===== src/rtl/dsss_pkg.sv =====
package dsss_pkg;

    typedef enum logic [1:0] {
        RATE_1M  = 2'b00,
        RATE_2M  = 2'b01,
        RATE_5M5 = 2'b10,
        RATE_11M = 2'b11
    } rate_e;

    typedef enum logic [1:0] {
        S_IDLE   = 2'd0,
        S_FETCH  = 2'd1,
        S_SPREAD = 2'd2
    } fsm_e;

    typedef logic [1:0] quad_t;

    // Phase step per symbol: one bit as 0/180 degrees, or a Gray-coded dibit.
    function automatic quad_t phase_step(input logic qpsk, input logic [1:0] bits);
        quad_t step;
        if (qpsk) begin
            step = {bits[0], bits[0] ^ bits[1]};
        end else begin
            step = {bits[0], 1'b0};
        end
        return step;
    endfunction

endpackage


===== src/rtl/dsss_phase_acc.sv =====
module dsss_phase_acc
    import dsss_pkg::*;
(
    input  logic       clk,
    input  logic       rst_n,
    input  logic       load,
    input  quad_t      start_q,
    input  logic       advance,
    input  logic       qpsk,
    input  logic [1:0] sym_bits,
    output quad_t      phase_q
);

    quad_t phase_r;

    always_ff @(posedge clk or negedge rst_n) begin
        if (!rst_n) begin
            phase_r <= '0;
        end else if (load) begin
            phase_r <= start_q;
        end else if (advance) begin
            phase_r <= phase_r + phase_step(qpsk, sym_bits);
        end
    end

    assign phase_q = phase_r;

    AST_PHASE_HOLD: assert property (@(posedge clk) disable iff (!rst_n)
        (!load && !advance) |=> $stable(phase_r));
    AST_START_LOAD: assert property (@(posedge clk) disable iff (!rst_n)
        load |=> (phase_r == $past(start_q)));

endmodule


===== src/rtl/dsss_chip_seq.sv =====
module dsss_chip_seq #(
    parameter int          N_CHIPS = 11,
    parameter logic [N_CHIPS-1:0] CODE = 11'b11100010010,
    localparam int         CNT_W   = $clog2(N_CHIPS)
) (
    input  logic             clk,
    input  logic             rst_n,
    input  logic             restart,
    input  logic             run,
    output logic [CNT_W-1:0] idx,
    output logic             last,
    output logic             code_bit
);

    localparam logic [CNT_W-1:0] LAST_IDX = CNT_W'(N_CHIPS - 1);

    logic [CNT_W-1:0] cnt_r;

    always_ff @(posedge clk or negedge rst_n) begin
        if (!rst_n) begin
            cnt_r <= '0;
        end else if (restart) begin
            cnt_r <= '0;
        end else if (run && (cnt_r != LAST_IDX)) begin
            cnt_r <= cnt_r + 1'b1;
        end
    end

    assign idx      = cnt_r;
    assign last     = (cnt_r == LAST_IDX);
    assign code_bit = CODE[cnt_r];

    AST_IDX_BOUND: assert property (@(posedge clk) disable iff (!rst_n)
        restart |=> (cnt_r == '0));

endmodule


===== src/rtl/dsss_chip_map.sv =====
module dsss_chip_map
    import dsss_pkg::*;
(
    input  quad_t phase,
    input  logic  code_bit,
    output logic  chip_i,
    output logic  chip_q
);

    logic neg_i;
    logic neg_q;

    // Quadrant q sits at 45 + 90*q degrees: I negative in quadrants 1,2; Q negative in 2,3.
    always_comb begin
        neg_i  = phase[1] ^ phase[0];
        neg_q  = phase[1];
        chip_i = code_bit ^ neg_i;
        chip_q = code_bit ^ neg_q;
    end

endmodule


===== src/rtl/dsss_barker_spreader.sv =====
module dsss_barker_spreader
    import dsss_pkg::*;
#(
    parameter int                 N_CHIPS = 11,
    parameter logic [N_CHIPS-1:0] CODE    = 11'b11100010010,
    localparam int                CNT_W   = $clog2(N_CHIPS)
) (
    input  logic       clk,
    input  logic       rst_n,
    input  logic       tx_en,
    input  logic [1:0] rate_sel,
    input  logic [1:0] start_phase,
    input  logic       data_valid,
    input  logic [1:0] data_in,
    output logic       data_req,
    output logic       chip_valid,
    output logic       chip_i,
    output logic       chip_q
);

    fsm_e             state_q;
    fsm_e             state_d;
    logic             low_rate;
    logic             go;
    logic             accept;
    logic             load;
    logic             last;
    logic             code_bit;
    logic [CNT_W-1:0] idx;
    quad_t            phase;

    assign low_rate = (rate_sel == RATE_1M) || (rate_sel == RATE_2M);
    assign go       = tx_en && low_rate;
    assign accept   = data_req && data_valid && go;
    assign load     = (state_q == S_IDLE) && go;

    // State register
    always_ff @(posedge clk or negedge rst_n) begin
        if (!rst_n) begin
            state_q <= S_IDLE;
        end else begin
            state_q <= state_d;
        end
    end

    // Next-state logic
    always_comb begin
        state_d = state_q;
        unique case (state_q)
            S_IDLE: begin
                if (go) state_d = S_FETCH;
            end
            S_FETCH: begin
                if (!go)             state_d = S_IDLE;
                else if (data_valid) state_d = S_SPREAD;
            end
            S_SPREAD: begin
                if (last) begin
                    if (!go)             state_d = S_IDLE;
                    else if (data_valid) state_d = S_SPREAD;
                    else                 state_d = S_FETCH;
                end
            end
            default: state_d = S_IDLE;
        endcase
    end

    // Output logic
    always_comb begin
        data_req   = 1'b0;
        chip_valid = 1'b0;
        unique case (state_q)
            S_IDLE:   ;
            S_FETCH:  data_req = 1'b1;
            S_SPREAD: begin
                chip_valid = 1'b1;
                data_req   = last;
            end
            default:  ;
        endcase
    end

    dsss_phase_acc u_phase (
        .clk      (clk),
        .rst_n    (rst_n),
        .load     (load),
        .start_q  (start_phase),
        .advance  (accept),
        .qpsk     (rate_sel == RATE_2M),
        .sym_bits (data_in),
        .phase_q  (phase)
    );

    dsss_chip_seq #(
        .N_CHIPS (N_CHIPS),
        .CODE    (CODE)
    ) u_seq (
        .clk      (clk),
        .rst_n    (rst_n),
        .restart  (accept),
        .run      (state_q == S_SPREAD),
        .idx      (idx),
        .last     (last),
        .code_bit (code_bit)
    );

    dsss_chip_map u_map (
        .phase    (phase),
        .code_bit (code_bit),
        .chip_i   (chip_i),
        .chip_q   (chip_q)
    );

    AST_STALL_NO_CHIP: assert property (@(posedge clk) disable iff (!rst_n)
        (data_req && !data_valid) |=> !chip_valid);
    AST_FIRST_CHIP: assert property (@(posedge clk) disable iff (!rst_n)
        $rose(chip_valid) |-> (idx == '0));
    AST_REQ_AT_LAST: assert property (@(posedge clk) disable iff (!rst_n)
        (data_req && chip_valid) |-> (idx == CNT_W'(N_CHIPS - 1)));
    AST_HIGH_RATE_IDLE: assert property (@(posedge clk) disable iff (!rst_n)
        ((state_q == S_IDLE) && !low_rate) |=> (!chip_valid && !data_req));
    AST_DBPSK_STEP: assert property (@(posedge clk) disable iff (!rst_n)
        (accept && (rate_sel == RATE_1M)) |=>
        (phase == quad_t'($past(phase) + {$past(data_in[0]), 1'b0})));

endmodule


===== config.mk =====
export PLATFORM = sky130hd
export DESIGN_NAME = dsss_barker_spreader
export DESIGN_NICKNAME = d
export VERILOG_FILES = /design/src/rtl/dsss_pkg.sv /design/src/rtl/dsss_phase_acc.sv /design/src/rtl/dsss_chip_seq.sv /design/src/rtl/dsss_chip_map.sv /design/src/rtl/dsss_barker_spreader.sv
export SDC_FILE = /design/constraint.sdc
export NUM_CORES = 1
export LEC_CHECK = 0
export CORE_AREA = 5 5 59 61
export DETAILED_ROUTE_END_ITERATION = 8
export DIE_AREA = 0 0 64 66
export GPL_TIMING_DRIVEN = 0
export PLACE_DENSITY = 0.54
export SLEW_MARGIN = 25
export SYNTH_ARGS = -nofsm -noshare
export SYNTH_HDL_FRONTEND = slang
export SYNTH_HIERARCHICAL = 1
export SYNTH_SLANG_ARGS = --single-unit

===== constraint.sdc =====
create_clock -name clk -period 4.2 [get_ports clk]
set_input_delay 0.84 -clock clk [delete_from_list [all_inputs] [get_ports clk]]
set_output_delay 0.84 -clock clk [all_outputs]
set_load 0.03 [all_outputs]

# After elaboration in Yosys (flattened, before gate mapping)
# Memories as Yosys holds them, arrays and structs flattened.
# Cells that the tools add are included.
[totals]
reg_bits = 8
latch_bits = 0
ramBits = 0
mem_bits_ro = 16
inputBits = 10
output_inout_bits = 4
memories = 1
[op_classes]
addsub = 2
n_mul = 0
div_mod_pow = 0
order_cmp = 1
eq_ne = 8
shifts = 0
muxes = 17
n_bitwise = 4
reduce_logical = 11
[memory_table]
columns = ["name", "words", "width", "read_ports", "rd_clocked_by_memory_dff", "write_ports", "line_no", "source"]
rows = [
  ["(name not given)", 16, 1, 1, 0, 0, "dsss_chip_seq.sv:31", "assign code_bit = CODE[cnt_r];"],
]
[ops]
columns = ["cell", "count"]
rows = [
  ["two-way mux 2 bit", 10],
  ["two-way mux 4 bit", 2],
  ["case mux 2 bit (3 select lines)", 1],
  ["logical AND 1 bit", 5],
  ["< comparator 4 x 5 -> 1 bit (second input constant)", 1],
  ["adder 4 x 1 -> 4 bit (second input constant)", 1],
  ["== test 2 x 1 -> 1 bit (second input constant)", 2],
  ["== test 4 bit (second input constant)", 1],
  ["zero test 2 bit", 2],
  ["inequality test 2 bit (second input constant)", 2],
  ["inequality test 4 bit (second input constant)", 1],
  ["nonzero test 2 bit", 2],
  ["bitwise XOR 1 bit", 4],
  ["two-way mux 1 bit", 3],
  ["inequality test 3 bit (second input constant)", 1],
  ["AND reduction 3 bit", 1],
  ["adder 2 bit", 1],
  ["== test 2 bit (second input constant)", 1],
  ["case mux 1 bit (2 select lines)", 1],
  ["logical OR 1 bit", 1],
]

# Longest topological paths before layout
# Gate-level depths: netlist (run 1).
[depth]
word_depth = 9
mapped_depth = 9
ltp_nobuf = 9

# Modules after synthesis
# The synthesis (run 1) kept the hierarchy.
[by_module_without_submodules]
columns = ["mod", "n_inst", "cells_each", "area_each_um2", "seq_area_each_um2"]
rows = [
  ["dsss_chip_seq", 1, 28, 275.3, 100.1],
  ["dsss_barker_spreader", 1, 24, 246.5, 50.0],
  ["dsss_phase_acc", 1, 14, 138.9, 50.0],
  ["dsss_chip_map", 1, 2, 32.5, 0.0],
]

# Worst setup path after synthesis (run 1)
# Ideal clock, no wire load.
[synth_timing]
path_type = "reg-to-reg"
startpoint = "register state_q[0]"
endpoint = "register u_phase.phase_r[1] (netlist: u_phase/phase_q[1])"
setup_time_ns = 0.069
t_arrival_ns = 2.441
required_ns = 4.131
path_slack_ns = 1.690
stages_incl_launch_ff = 7
n_path_buf = 0
synth_period_minus_slack_ns = 2.510
cell_sequence = "dfrtp_1 inv_1 ha_1 a21oi_1 nor4bb_1 or4b_1 nand3_1"
[synth_via]
elab_chain_len = 5
[synth_rtl]
columns = ["item", "line_no", "source"]
rows = [
  ["start, declared", "dsss_barker_spreader.sv:21", "fsm_e state_q;"],
  ["start signal, assigned", "dsss_barker_spreader.sv:42", "state_q <= state_d;"],
  ["== test 2 bit / == test 2 x 1 -> 1 bit (equally long branches)", "dsss_barker_spreader.sv:72", "unique case (state_q)"],
  ["case mux 1 bit (2 select lines) *", "dsss_barker_spreader.sv:72", ""],
  ["logical AND 1 bit * (2 in series)", "dsss_barker_spreader.sv:34", "assign accept = data_req && data_valid && go;"],
  ["named net accept", "dsss_barker_spreader.sv:25", "logic accept;"],
  ["nonzero test 2 bit (no line) *", "n/a", ""],
  ["end signal, assigned", "dsss_phase_acc.sv:20", "phase_r <= start_q;"],
  ["end signal, assigned", "dsss_phase_acc.sv:22", "phase_r <= phase_r + phase_step(qpsk, sym_bits);"],
  ["end, declared", "dsss_phase_acc.sv:14", "quad_t phase_r;"],
]
# Mark *: on every way through the listed nets, which the timed path passes. The rest lies on a longest branch.
# A chain may end at the register's enable or synchronous reset.

# Final worst setup path (run 1)
[layout_timing]
startpoint = "register u_seq.cnt_r[1] (netlist: u_seq/idx[1])"
endpoint = "output chip_i"
[layout_via]
elab_chain_len = 3
[layout_rtl]
columns = ["item", "line_no", "source"]
rows = [
  ["start, declared", "dsss_chip_seq.sv:17", "logic [CNT_W-1:0] cnt_r;"],
  ["start signal, assigned", "dsss_chip_seq.sv:25", "cnt_r <= cnt_r + 1'b1;"],
  ["memory read (16 x 1 bit)", "n/a", ""],
  ["two-way mux 1 bit (not written as such)", "dsss_chip_seq.sv:31", ""],
  ["named net code_bit", "dsss_barker_spreader.sv:28", "logic code_bit;"],
  ["bitwise XOR 1 bit", "dsss_chip_map.sv:17", "chip_i = code_bit ^ neg_i;"],
  ["end, declared", "dsss_barker_spreader.sv:17", "output logic chip_i,"],
]
# The timed path passes the listed nets, and every way through them passes these cells. The select of a mux whose other input is x is not followed.

==> metrics.md, run 1 <==
| Metric | Value |
|---|---|
| Setup bufs post-CTS | `0` |
| Max frequency | `331 MHz` |
| GR Layer Usage met3 | `3.57%` |
| Total of max-cap violations | `0` |
| Syn. warnings | `6` |
| R2R Path Start | `state_q[0]` |
| Final setup skew | `approximately 0.0014 ns` |
| Die Area | `around 4200 um2` |
| Total grt overflow | `0` |
| P&R area growth vs syn | `28.9%` |
| Final setup TNS | `0 ns` |
| I/O pin cnt | `14` |
| Ant diodes | `0` |
| Worst-path clk slew | `roughly 0.050 ns` |
| Register area share after synthesis | `a little under 30%` |
| Final wirelength | `around 1300 um` |
| Yosys reg bits | `8` |
| Vias in the first global route | `522` |
| Clk sinks | `8` |
| Grt met1 use | `under 10%` |
| Top_reg_cell synth | `dfrtp_1` |
| Router iterations before antenna repair | `4` |
| Clock power frac | `around 8.8%` |
| Flop-to-flop setup slack | `between 1.5 and 2 ns` |
| CTS tree | `done` |
| Detailed placer's ending HPWL | `~1100 um` |
| Tightest Hold Check Type | `reg -> reg` |
| Dpl cells | `roughly 110` |
| DRT antenna net count | `0` |
| Share of flip-flops with an asynchronous set or reset | `100%` |
| Initial DRC Count | `8` |
| Buffers on Ports | `13` |
| Cell variety after synth | `30` |
| Crit path from | `u_seq/idx[1]` |
| Flop pwr share | `~25%` |
| GPL Wtd Cong | `about 0.81` |
| CP Capture Point | `chip_i` |
| WP data required | `between 3 and 4 ns` |
| Initial antenna violation count | `0` |
| WL per Instance | `~11 um` |
| Pwr per Cell Area | `between 700 and 800 nW/um2` |
| Htree depth | `1` |
| RSZ-0062 raised after global routing | `false` |
| CTS max path bufs | `2` |
| GRT Total Usage | `6.36%` |
| Worst Setup End Kind | `output pin` |
| Endpoints failing setup | `0` |
| Min-delay src | `state_q[1]` |
| NumNets Final | `approximately 110` |
| Sw Share | `44.1%` |
| Post-route DRC | `0` |
| Final Max Tran Viols | `0` |
| Kind of critical path | `reg -> out` |
| Number of synthesized flops with an enable pin | `0` |
| Total CTS buffers | `3` |
| Internal power | `359 uW` |
| Syn Inst Count | `68` |
| R2R depth | `6` |
| GR Util met2 | `just over 10%` |
| First-pass GRT wire length | `between 2000 and 2500 um` |
| Finished Layout Cells | `between 100 and 150` |
| Power, Total | `641 uW` |
| Drt via density | `about 4.6` |
| Share of layout cells above drive strength 1 | `10.7%` |
| Status | `finished clean` |
| Comb power frac | `about two thirds` |
| Crit share post-route | `between 70% and 80%` |
| Clock latency on the worst-skew pair | `around 0.25 ns` |
| Die X | `approximately 64 um` |
| Largest net degree at the start of global routing | `10` |
| Mapped Nets | `87` |
| Synthesized cell area | `693 um2` |
| Mean Syn Cell Area | `10.2 um2` |
| LEAKAGE | `slightly below 0.0004 uW` |
| Initial Util | `23.7%` |
| Crit-path max FO | `5` |
| Crit start category | `register` |
| Psw | `about 280 uW` |
| Post-CTS sizing | `0` |
| GRT Max-Usage Layer | `met2` |
| Critical Path AT | `roughly 2.2 ns` |
| RR Endpoint | `u_phase/phase_q[1]` |
| Hold buffers post-CTS | `0` |
| Max VDD drop | `approximately 0.00038 V` |
| Num rows | `20` |
| Final hold violations | `0` |
| Core Area | `2930 um2` |
| Least-Margin Pin Slew | `roughly 0.9 ns` |
| Slew margin rel. | `between 30% and 40%` |
| Fin crit period | `3.02 ns` |
| CTS root buffer | `clkbuf_4` |
| Detailed-route via count | `around 540` |
| Die Y | `66 um` |
[critical path, cell delays in order, from the launching register on]
cell             delay, ns
dfrtp_1               0.41
inv_1                 0.08
ha_1                  0.17
nor2b_1               0.13
a211o_1               0.26
xor3_1                0.20
clkdlybuf4s50_1       0.67
[power by group through the flow]
| stage | sequential (uW) | clock (uW) | combinational, uW |
|---|---|---|---|
| 2_1_floorplan | 148 | 0 | 309 |
| 3_3_place_gp | 157 | 0 | 424 |
| 3_5_place_dp | 159 | 0 | 434 |
| 4_1_cts | 158 | 59.6 | 437 |
| 5_1_grt | 165 | 65.5 | 463 |
| 6_report | 157 | 56.2 | 427 |
[layout make-up]
class | instances | area (um2)
well taps | 33 | 41.3
flip-flops and latches | 8 | 200
inverters | 6 | 22.5
multi-input cells | 54 | 477
fillers | 317 | 2030
clock buffers | 3 | 22.5
repair buffers | 13 | 130
[Yosys cell counts, types with 2 or more instances]
cell type  number  share of area (%)
nor2_1          6                3.2
ha_1            9                 16
mux2_4          2                4.3
mux2i_1         3                4.3
inv_1           6                3.2
xor2_1          3                3.8
dfrtp_1         8                 29
nand2b_1        3                2.7
a21oi_1         3                2.2
nand2_1         3                1.6
nor2b_1         3                2.7
[through the flow]
stage / utilization, % / instance area, um2 / hold WS (ns) / setup WS (ns)
2_1_floorplan: - / 693 / 0.535 / 1.69
6_report: 30.5 / 893 / 0.585 / 1.18
5_1_grt: 30.5 / 893 / 0.615 / 1.06
3_3_place_gp: 29.5 / 865 / 0.561 / 0.761
4_1_cts: 30.5 / 893 / 0.585 / 1.14
3_5_place_dp: 29.7 / 871 / 0.568 / 1.11
[worst min path at each step]
stage	end	slack [ns]	depth (start not counted)
CTS	u_seq/idx[3]	0.59	2
floorplan	state_q[1]	0.53	1
global placement	state_q[1]	0.56	1
detailed placement	state_q[1]	0.57	1
finish	state_q[1]	0.59	1
global route	u_seq/idx[3]	0.61	2
[state kept, by name (all words and copies together) (netlist names)]
register,cells
state_q,2
u_seq/idx,4
u_phase/phase_q,2
[kinds of logic after synthesis]
family                   after synthesis  share of synthesized area [%]
AND/OR/NAND/NOR                       26                           23.3
XOR/XNOR                               5                           8.48
AO/OA/AOI/OAI                          9                           11.2
buffers and inverters                  6                           3.25
multiplexers                           5                           8.66
flip-flops                             8                           28.9
adder cells (fa/ha/maj)                9                           16.2
[metal layers]
| metal | vias to the layer above | wire, um |
|---|---|---|
| li1 | 267 | - |
| met1 | 257 | 616 |
| met2 | 10 | 597 |
| met3 | 2 | 77 |
| met4 | 0 | 7 |
| met5 | - | 0 |
[cell usage in the layout (no fill, tap or decap), types with 2 or more instances in the layout]
cell             instances
inv_1                    6
ha_1                     9
nor2_1                   6
dfrtp_1                  8
clkbuf_4                 3
nor2b_1                  3
nand2_1                  3
clkdlybuf4s50_1         13
xor2_1                   3
nand2b_1                 3
a21oi_1                  3
mux2_4                   2
mux2i_1                  3
(Power assumes the default switching activity.)
==> inputs of run 2 (changes only) <==
- PLACE_DENSITY: 0.54 -> 0.55
- clock period: 4.2 -> 2.6 ns (I/O delays scaled with it)
==> run 2 against run 1 <==
  * Clock power is 62% higher
  * Routed wire length is 2.9% lower
  * Via count is 2.4% lower
  * Non-clock buffer count stayed put
  * Largest power group unchanged
  * Highest routed layer unchanged
==> metrics.md, run 2 (synthesized netlist as in run 1, its figures left out) <==
| Metric | Value |
|---|---|
| Status | `finished clean (unchanged)` |
| Worst Setup End Kind | `output pin (unchanged)` |
| Total CTS buffers | `3 (unchanged)` |
| Sw Share | `45.5% (was 44.1%)` |
| Slew margin rel. | `64.3% (was 38.5%)` |
| Flop-to-flop setup slack | `0.33 ns (was 1.67 ns)` |
| GR Layer Usage met3 | `2.21% (was 3.57%)` |
| GR Util met2 | `12.4% (was 10.2%)` |
| Clk sinks | `8 (unchanged)` |
| NumNets Final | `105 (unchanged)` |
| Kind of critical path | `reg -> out (unchanged)` |
| Ant diodes | `0 (unchanged)` |
| Commonest non-fill, non-tap cell in the layout | `clkdlybuf4s50_1 (unchanged)` |
| Max frequency | `about 410 MHz` |
| Grt met1 use | `7.42% (was 7.08%)` |
| Share of layout cells above drive strength 1 | `10.7% (unchanged)` |
| Crit start category | `register (unchanged)` |
| Die Area | `4220 um2 (unchanged)` |
| Flop pwr share | `25.6% (was 24.6%)` |
| Clock latency on the worst-skew pair | `0.25 ns (about the same)` |
| Final Max Tran Viols | `0 (unchanged)` |
| Internal power | `546 uW (was 359 uW)` |
| Setup bufs post-CTS | `0 (unchanged)` |
| Router iterations before antenna repair | `3 (was 4)` |
| Comb power frac | `65.3% (was 66.7%)` |
| Max reg flops | `4 (unchanged)` |
| Final hold violations | `0 (unchanged)` |
| Buffers on Ports | `13 (unchanged)` |
| Pwr per Cell Area | `1110 nW/um2 (was 718 nW/um2)` |
| Commonest non-fill, non-tap cells in the layout | `clkdlybuf4s50_1, ha_1, dfrtp_1 (unchanged)` |
| Final setup skew | `0.00484 ns (was 0.00141 ns)` |
| Critical Path AT | `1.89 ns (was 2.18 ns)` |
| WL per Instance | `10.8 um (was 11.1 um)` |
| Vias in the first global route | `554 (was 522)` |
| GRT Max-Usage Layer | `met2 (unchanged)` |
| Largest net degree at the start of global routing | `10 (unchanged)` |
| Tightest Hold Check Type | `in -> async (was reg -> reg)` |
| Num rows | `20 (unchanged)` |
| Worst-path clk slew | `0.05 ns (about the same)` |
| R2R depth | `6 (unchanged)` |
| Die X | `64 um (unchanged)` |
| Die Y | `66 um (unchanged)` |
| Initial DRC Count | `2 (was 8)` |
| Total grt overflow | `0 (unchanged)` |
| Endpoints failing setup | `0 (unchanged)` |
| Psw | `455 uW (was 283 uW)` |
| Max VDD drop | `0.000511 V (was 0.000381 V)` |
| Post-route DRC | `0 (unchanged)` |
| Fin crit period | `between 2 and 2.5 ns` |
| Crit-path max FO | `5 (unchanged)` |
| CTS max path bufs | `2 (unchanged)` |
| Initial Util | `23.7% (unchanged)` |
| Final wirelength | `1260 um (was 1300 um)` |
| RSZ-0062 raised after global routing | `false (unchanged)` |
| Detailed-route via count | `523 (was 536)` |
| CTS root buffer | `clkbuf_4 (unchanged)` |
| Initial antenna violation count | `0 (unchanged)` |
| First-pass GRT wire length | `2310 um (was 2120 um)` |
| Final setup TNS | `0 ns (unchanged)` |
| Core Area | `2930 um2 (unchanged)` |
| Drt via density | `4.47 (was 4.58)` |
| GPL Wtd Cong | `0.778 (was 0.806)` |
| Detailed placer's ending HPWL | `1050 um (was 1090 um)` |
| DRT antenna net count | `0 (unchanged)` |
| P&R area growth vs syn | `29.6% (was 28.9%)` |
| Clock power frac | `9.1% (was 8.8%)` |
| Least-Margin Pin Slew | `0.535 ns (was 0.909 ns)` |
| GRT Total Usage | `7.19% (was 6.36%)` |
| Htree depth | `1 (unchanged)` |
| Crit share post-route | `between 90 and 100%` |
| WP data required | `2.08 ns (was 3.36 ns)` |
| LEAKAGE | `0.000416 uW (was 0.000396 uW)` |
| I/O pin cnt | `14 (unchanged)` |
| Min Hold Slack | `0.550 ns (was 0.585 ns)` |
| Total of max-cap violations | `0 (unchanged)` |
| CTS tree | `done (unchanged)` |
## run 2: routing by layer
metal  wire (um)  share of wire (%)  vias up
met1         576                 46      241
met2         614                 49        9
met4          10               0.79        0
met5           0                  0        -
met3          58                4.6        2
li1            -                  -      271
## run 2: path summary, 6_finish.rpt
kind | from | endpoint
worst max-delay path | u_seq/idx[1] | chip_i
worst min-delay path | rst_n | u_seq/idx[1]
worst max register to register | state_q[0] | u_phase/phase_q[1]
worst min register to register | u_seq/idx[3] | u_seq/idx[3]
max in group asynchronous | rst_n | state_q[1]
min in group clk | u_seq/idx[3] | u_seq/idx[3]
## run 2: final cells by class
class,count,area (um2)
Clock buffer,3,22.5
Inverter,6,22.5
Fill cell,303,2030
Sequential cell,8,200
Tap cell,33,41.3
Timing Repair Buffer,13,126
Multi-Input combinational cell,54,485
## run 2: power by group through the flow
stage / Clock, uW / Sequential [uW] / Combinational, uW
floorplan: 0 / 239 / 500
global placement: 0 / 255 / 676
detailed placement: 0 / 258 / 691
CTS: 97.6 / 258 / 650
global route: 109 / 270 / 724
finish: 91.0 / 257 / 653
## run 2: metrics by stage
| step | instances | util [%] | power (uW) | worst slack (ns) | cell area (um2) |
|---|---|---|---|---|---|
| 2_1_floorplan | 68 | - | 738 | 0.0895 | 693 |
| 3_3_place_gp | 114 | 29.5 | 931 | -0.427 | 865 |
| 3_5_place_dp | 114 | 29.7 | 949 | -0.0643 | 871 |
| 4_1_cts | 117 | 30.4 | 1010 | 0.102 | 890 |
| 5_1_grt | 117 | 30.7 | 1100 | 0.0255 | 898 |
| 6_report | 117 | 30.7 | 1000 | 0.187 | 898 |
## run 2: critical path: stages, from the launching register on
cell and delay, ns:
dfrtp_1 0.41, inv_1 0.08, ha_1 0.18, nor2b_1 0.12, a211o_1 0.26, xor3_1 0.20
dlygate4sd2_1 0.39
## run 2: repair_timing
action,in CTS,in global routing
hold buffers,0,0
pin swaps,0,0
gates resized for setup,3,1
endpoints found under the setup margin,3,2
hold endpoints to repair,0,0
==> inputs of run 3 (changes only) <==
- CTS_BUF_LIST: default -> sky130_fd_sc_hd__clkbuf_8
- GPL_ROUTABILITY_DRIVEN: default -> 1
- PLACE_DENSITY: 0.55 -> 0.47
==> run 3 against run 2 <==
  * Fmax up 0.91%
  * Sequential power about the same
  * Non-clock buffer count unchanged
  * Total power up 6.3%
  * Sequential share of layout area down 0.54 points
  * Critical endpoint unchanged
  * Critical path depth unchanged
==> metrics.md, run 3 (synthesized netlist as in run 1, its figures left out) <==
| Metric | Value |
|---|---|
| Status | `finished clean (unchanged)` |
| Worst Setup End Kind | `output pin (unchanged)` |
| Layout Utilization | `31.5% (was 30.7%)` |
| Commonest non-fill, non-tap cell in the layout | `clkdlybuf4s50_1 (unchanged)` |
| Post-CTS sizing | `2 (was 3)` |
| Final non-filler cell area | `921 um2 (was 898 um2)` |
| WL per Instance | `11.3 um (was 10.8 um)` |
| Clock power frac | `13.2% (was 9.1%)` |
| RSZ-0062 raised after global routing | `false (unchanged)` |
| CTS root buffer | `clkbuf_8 (was clkbuf_4)` |
| Max VDD drop | `0.000519 V (was 0.000511 V)` |
| Die X | `64 um (unchanged)` |
| NumNets Final | `105 (unchanged)` |
| Share of layout cells above drive strength 1 | `10.7% (unchanged)` |
| Buffers on Ports | `13 (unchanged)` |
| Final wirelength | `1320 um (was 1260 um)` |
| Max frequency | `418 MHz (was 414 MHz)` |
| GRT Total Usage | `6.82% (was 7.19%)` |
| Crit start category | `register (unchanged)` |
| CTS tree | `done (unchanged)` |
| Number of fill cells | `311 (was 303)` |
| Crit path from | `u_seq/idx[1] (unchanged)` |
| Dpl cell area | `871 um2 (unchanged)` |
| Initial DRC Count | `16 (was 2)` |
| Total CTS buffers | `3 (unchanged)` |
| Detailed placer's ending HPWL | `1090 um (was 1050 um)` |
| Slew margin rel. | `64.3% (about the same)` |
| Detailed-route via count | `517 (was 523)` |
| Comb power frac | `62.8% (was 65.3%)` |
| I/O pin cnt | `14 (unchanged)` |
| WP data required | `2.08 ns (about the same)` |
| Worst-path clk slew | `0.04 ns (was 0.05 ns)` |
| Min Hold Slack | `0.569 ns (was 0.550 ns)` |
| Die Area | `4220 um2 (unchanged)` |
| Drt via density | `4.42 (was 4.47)` |
| Router iterations before antenna repair | `2 (was 3)` |
| P&R area growth vs syn | `32.9% (was 29.6%)` |
| Num rows | `20 (unchanged)` |
| Least-Margin Pin Slew | `0.535 ns (about the same)` |
| Core Area | `2930 um2 (unchanged)` |
| Total grt overflow | `0 (unchanged)` |
| Crit-path max FO | `5 (unchanged)` |
| Post-placement setup slack | `-0.148 ns (was -0.0643 ns)` |
| Internal power | `602 uW (was 546 uW)` |
| Setup bufs post-CTS | `0 (unchanged)` |
| Final setup skew | `0.00174 ns (was 0.00484 ns)` |
| Final Max Tran Viols | `0 (unchanged)` |
| Clock latency on the worst-skew pair | `0.22 ns (was 0.25 ns)` |
| Finished Layout Cells | `117 (unchanged)` |
| CTS max path bufs | `2 (unchanged)` |
| Largest net degree at the start of global routing | `10 (unchanged)` |
| Total of max-cap violations | `0 (unchanged)` |
| Ant diodes | `0 (unchanged)` |
| Crit share post-route | `92.0% (was 92.8%)` |
| Kind of critical path | `reg -> out (unchanged)` |
| Hold buffers post-CTS | `0 (unchanged)` |
| Fin crit period | `2.39 ns (was 2.41 ns)` |
| Sw Share | `43.4% (was 45.5%)` |
| Commonest non-fill, non-tap cells in the layout | `clkdlybuf4s50_1, ha_1, dfrtp_1 (unchanged)` |
| Flop pwr share | `24.0% (was 25.6%)` |
| Pwr per Cell Area | `1150 nW/um2 (was 1110 nW/um2)` |
| Initial Util | `23.7% (unchanged)` |
| Psw | `461 uW (was 455 uW)` |
| Post-route DRC | `0 (unchanged)` |
| Initial antenna violation count | `0 (unchanged)` |
| Min setup slack post-route | `0.209 ns (was 0.187 ns)` |
| Htree depth | `1 (unchanged)` |
| Endpoints failing setup | `0 (unchanged)` |
| Flop-to-flop setup slack | `0.33 ns (about the same)` |
| First-pass GRT wire length | `2310 um (unchanged)` |
| R2R Path Start | `state_q[0] (unchanged)` |
| Critical Path AT | `1.87 ns (was 1.89 ns)` |
| Die Y | `66 um (unchanged)` |
| Vias in the first global route | `521 (was 554)` |
| Max reg flops | `4 (unchanged)` |
| LEAKAGE | `0.000435 uW (was 0.000416 uW)` |
| Final hold violations | `0 (unchanged)` |
| Dpl cells | `114 (unchanged)` |
| Tightest Hold Check Type | `in -> async (unchanged)` |
| GPL Wtd Cong | `0.753 (was 0.778)` |
| Clk sinks | `8 (unchanged)` |
| DRT antenna net count | `0 (unchanged)` |
run 3: cell count changes in the layout (fill, tap and decap cells not counted):
cell,previous run,this run
clkbuf_4,3,0
clkbuf_8,0,3
dlygate4sd2_1,3,2
dlymetal6s2s_1,0,1
run 3: layout make-up:
type / count / area (um2) / share of cell area (%)
multi-input combinational: 54 / 485 / 52.7
sequential: 8 / 200 / 21.7
timing repair buffer: 13 / 130 / 14.1
clock buffer: 3 / 41.3 / 4.48
tap: 33 / 41.3 / 4.48
inverter: 6 / 22.5 / 2.45
run 3: path summary, 6_finish.rpt:
kind	end	cells past startpoint
max in group asynchronous	u_phase/phase_q[0]	1
setup reg to reg	u_phase/phase_q[1]	6
hold reg to reg	state_q[1]	1
min in group clk	state_q[1]	1
hold / removal	state_q[1]	1
setup / recovery	chip_i	6
run 3: per-stage QoR:
stage / total power, uW / setup TNS (ns)
3_5_place_dp: 956 / -0.179
6_report: 1060 / 0
5_1_grt: 1160 / 0
3_3_place_gp: 949 / -1.79
4_1_cts: 1070 / 0
2_1_floorplan: 738 / 0
run 3: power by group through the flow:
stage / Sequential (uW) / Combinational [uW] / Clock (uW)
after global routing: 268 / 736 / 155
after CTS: 256 / 671 / 148
after global placement: 255 / 694 / 0
final: 255 / 668 / 140
after detailed placement: 257 / 699 / 0
after floorplan: 239 / 500 / 0
run 3: layer usage:
| metal | global-route usage, % | up-vias | routed length (um) |
|---|---|---|---|
| met4 | 0.779 | 0 | 0 |
| met5 | 0 | - | 0 |
| met1 | 8.32 | 240 | 630 |
| li1 | - | 268 | - |
| met2 | 10.9 | 9 | 614 |
| met3 | 3.57 | 0 | 76 |
run 3: critical path: stages (launching register included):
cell and delay (ns):
dfrtp_1 0.40, inv_1 0.08, ha_1 0.17, nor2b_1 0.12, a211o_1 0.26, xor3_1 0.20
dlygate4sd2_1 0.40
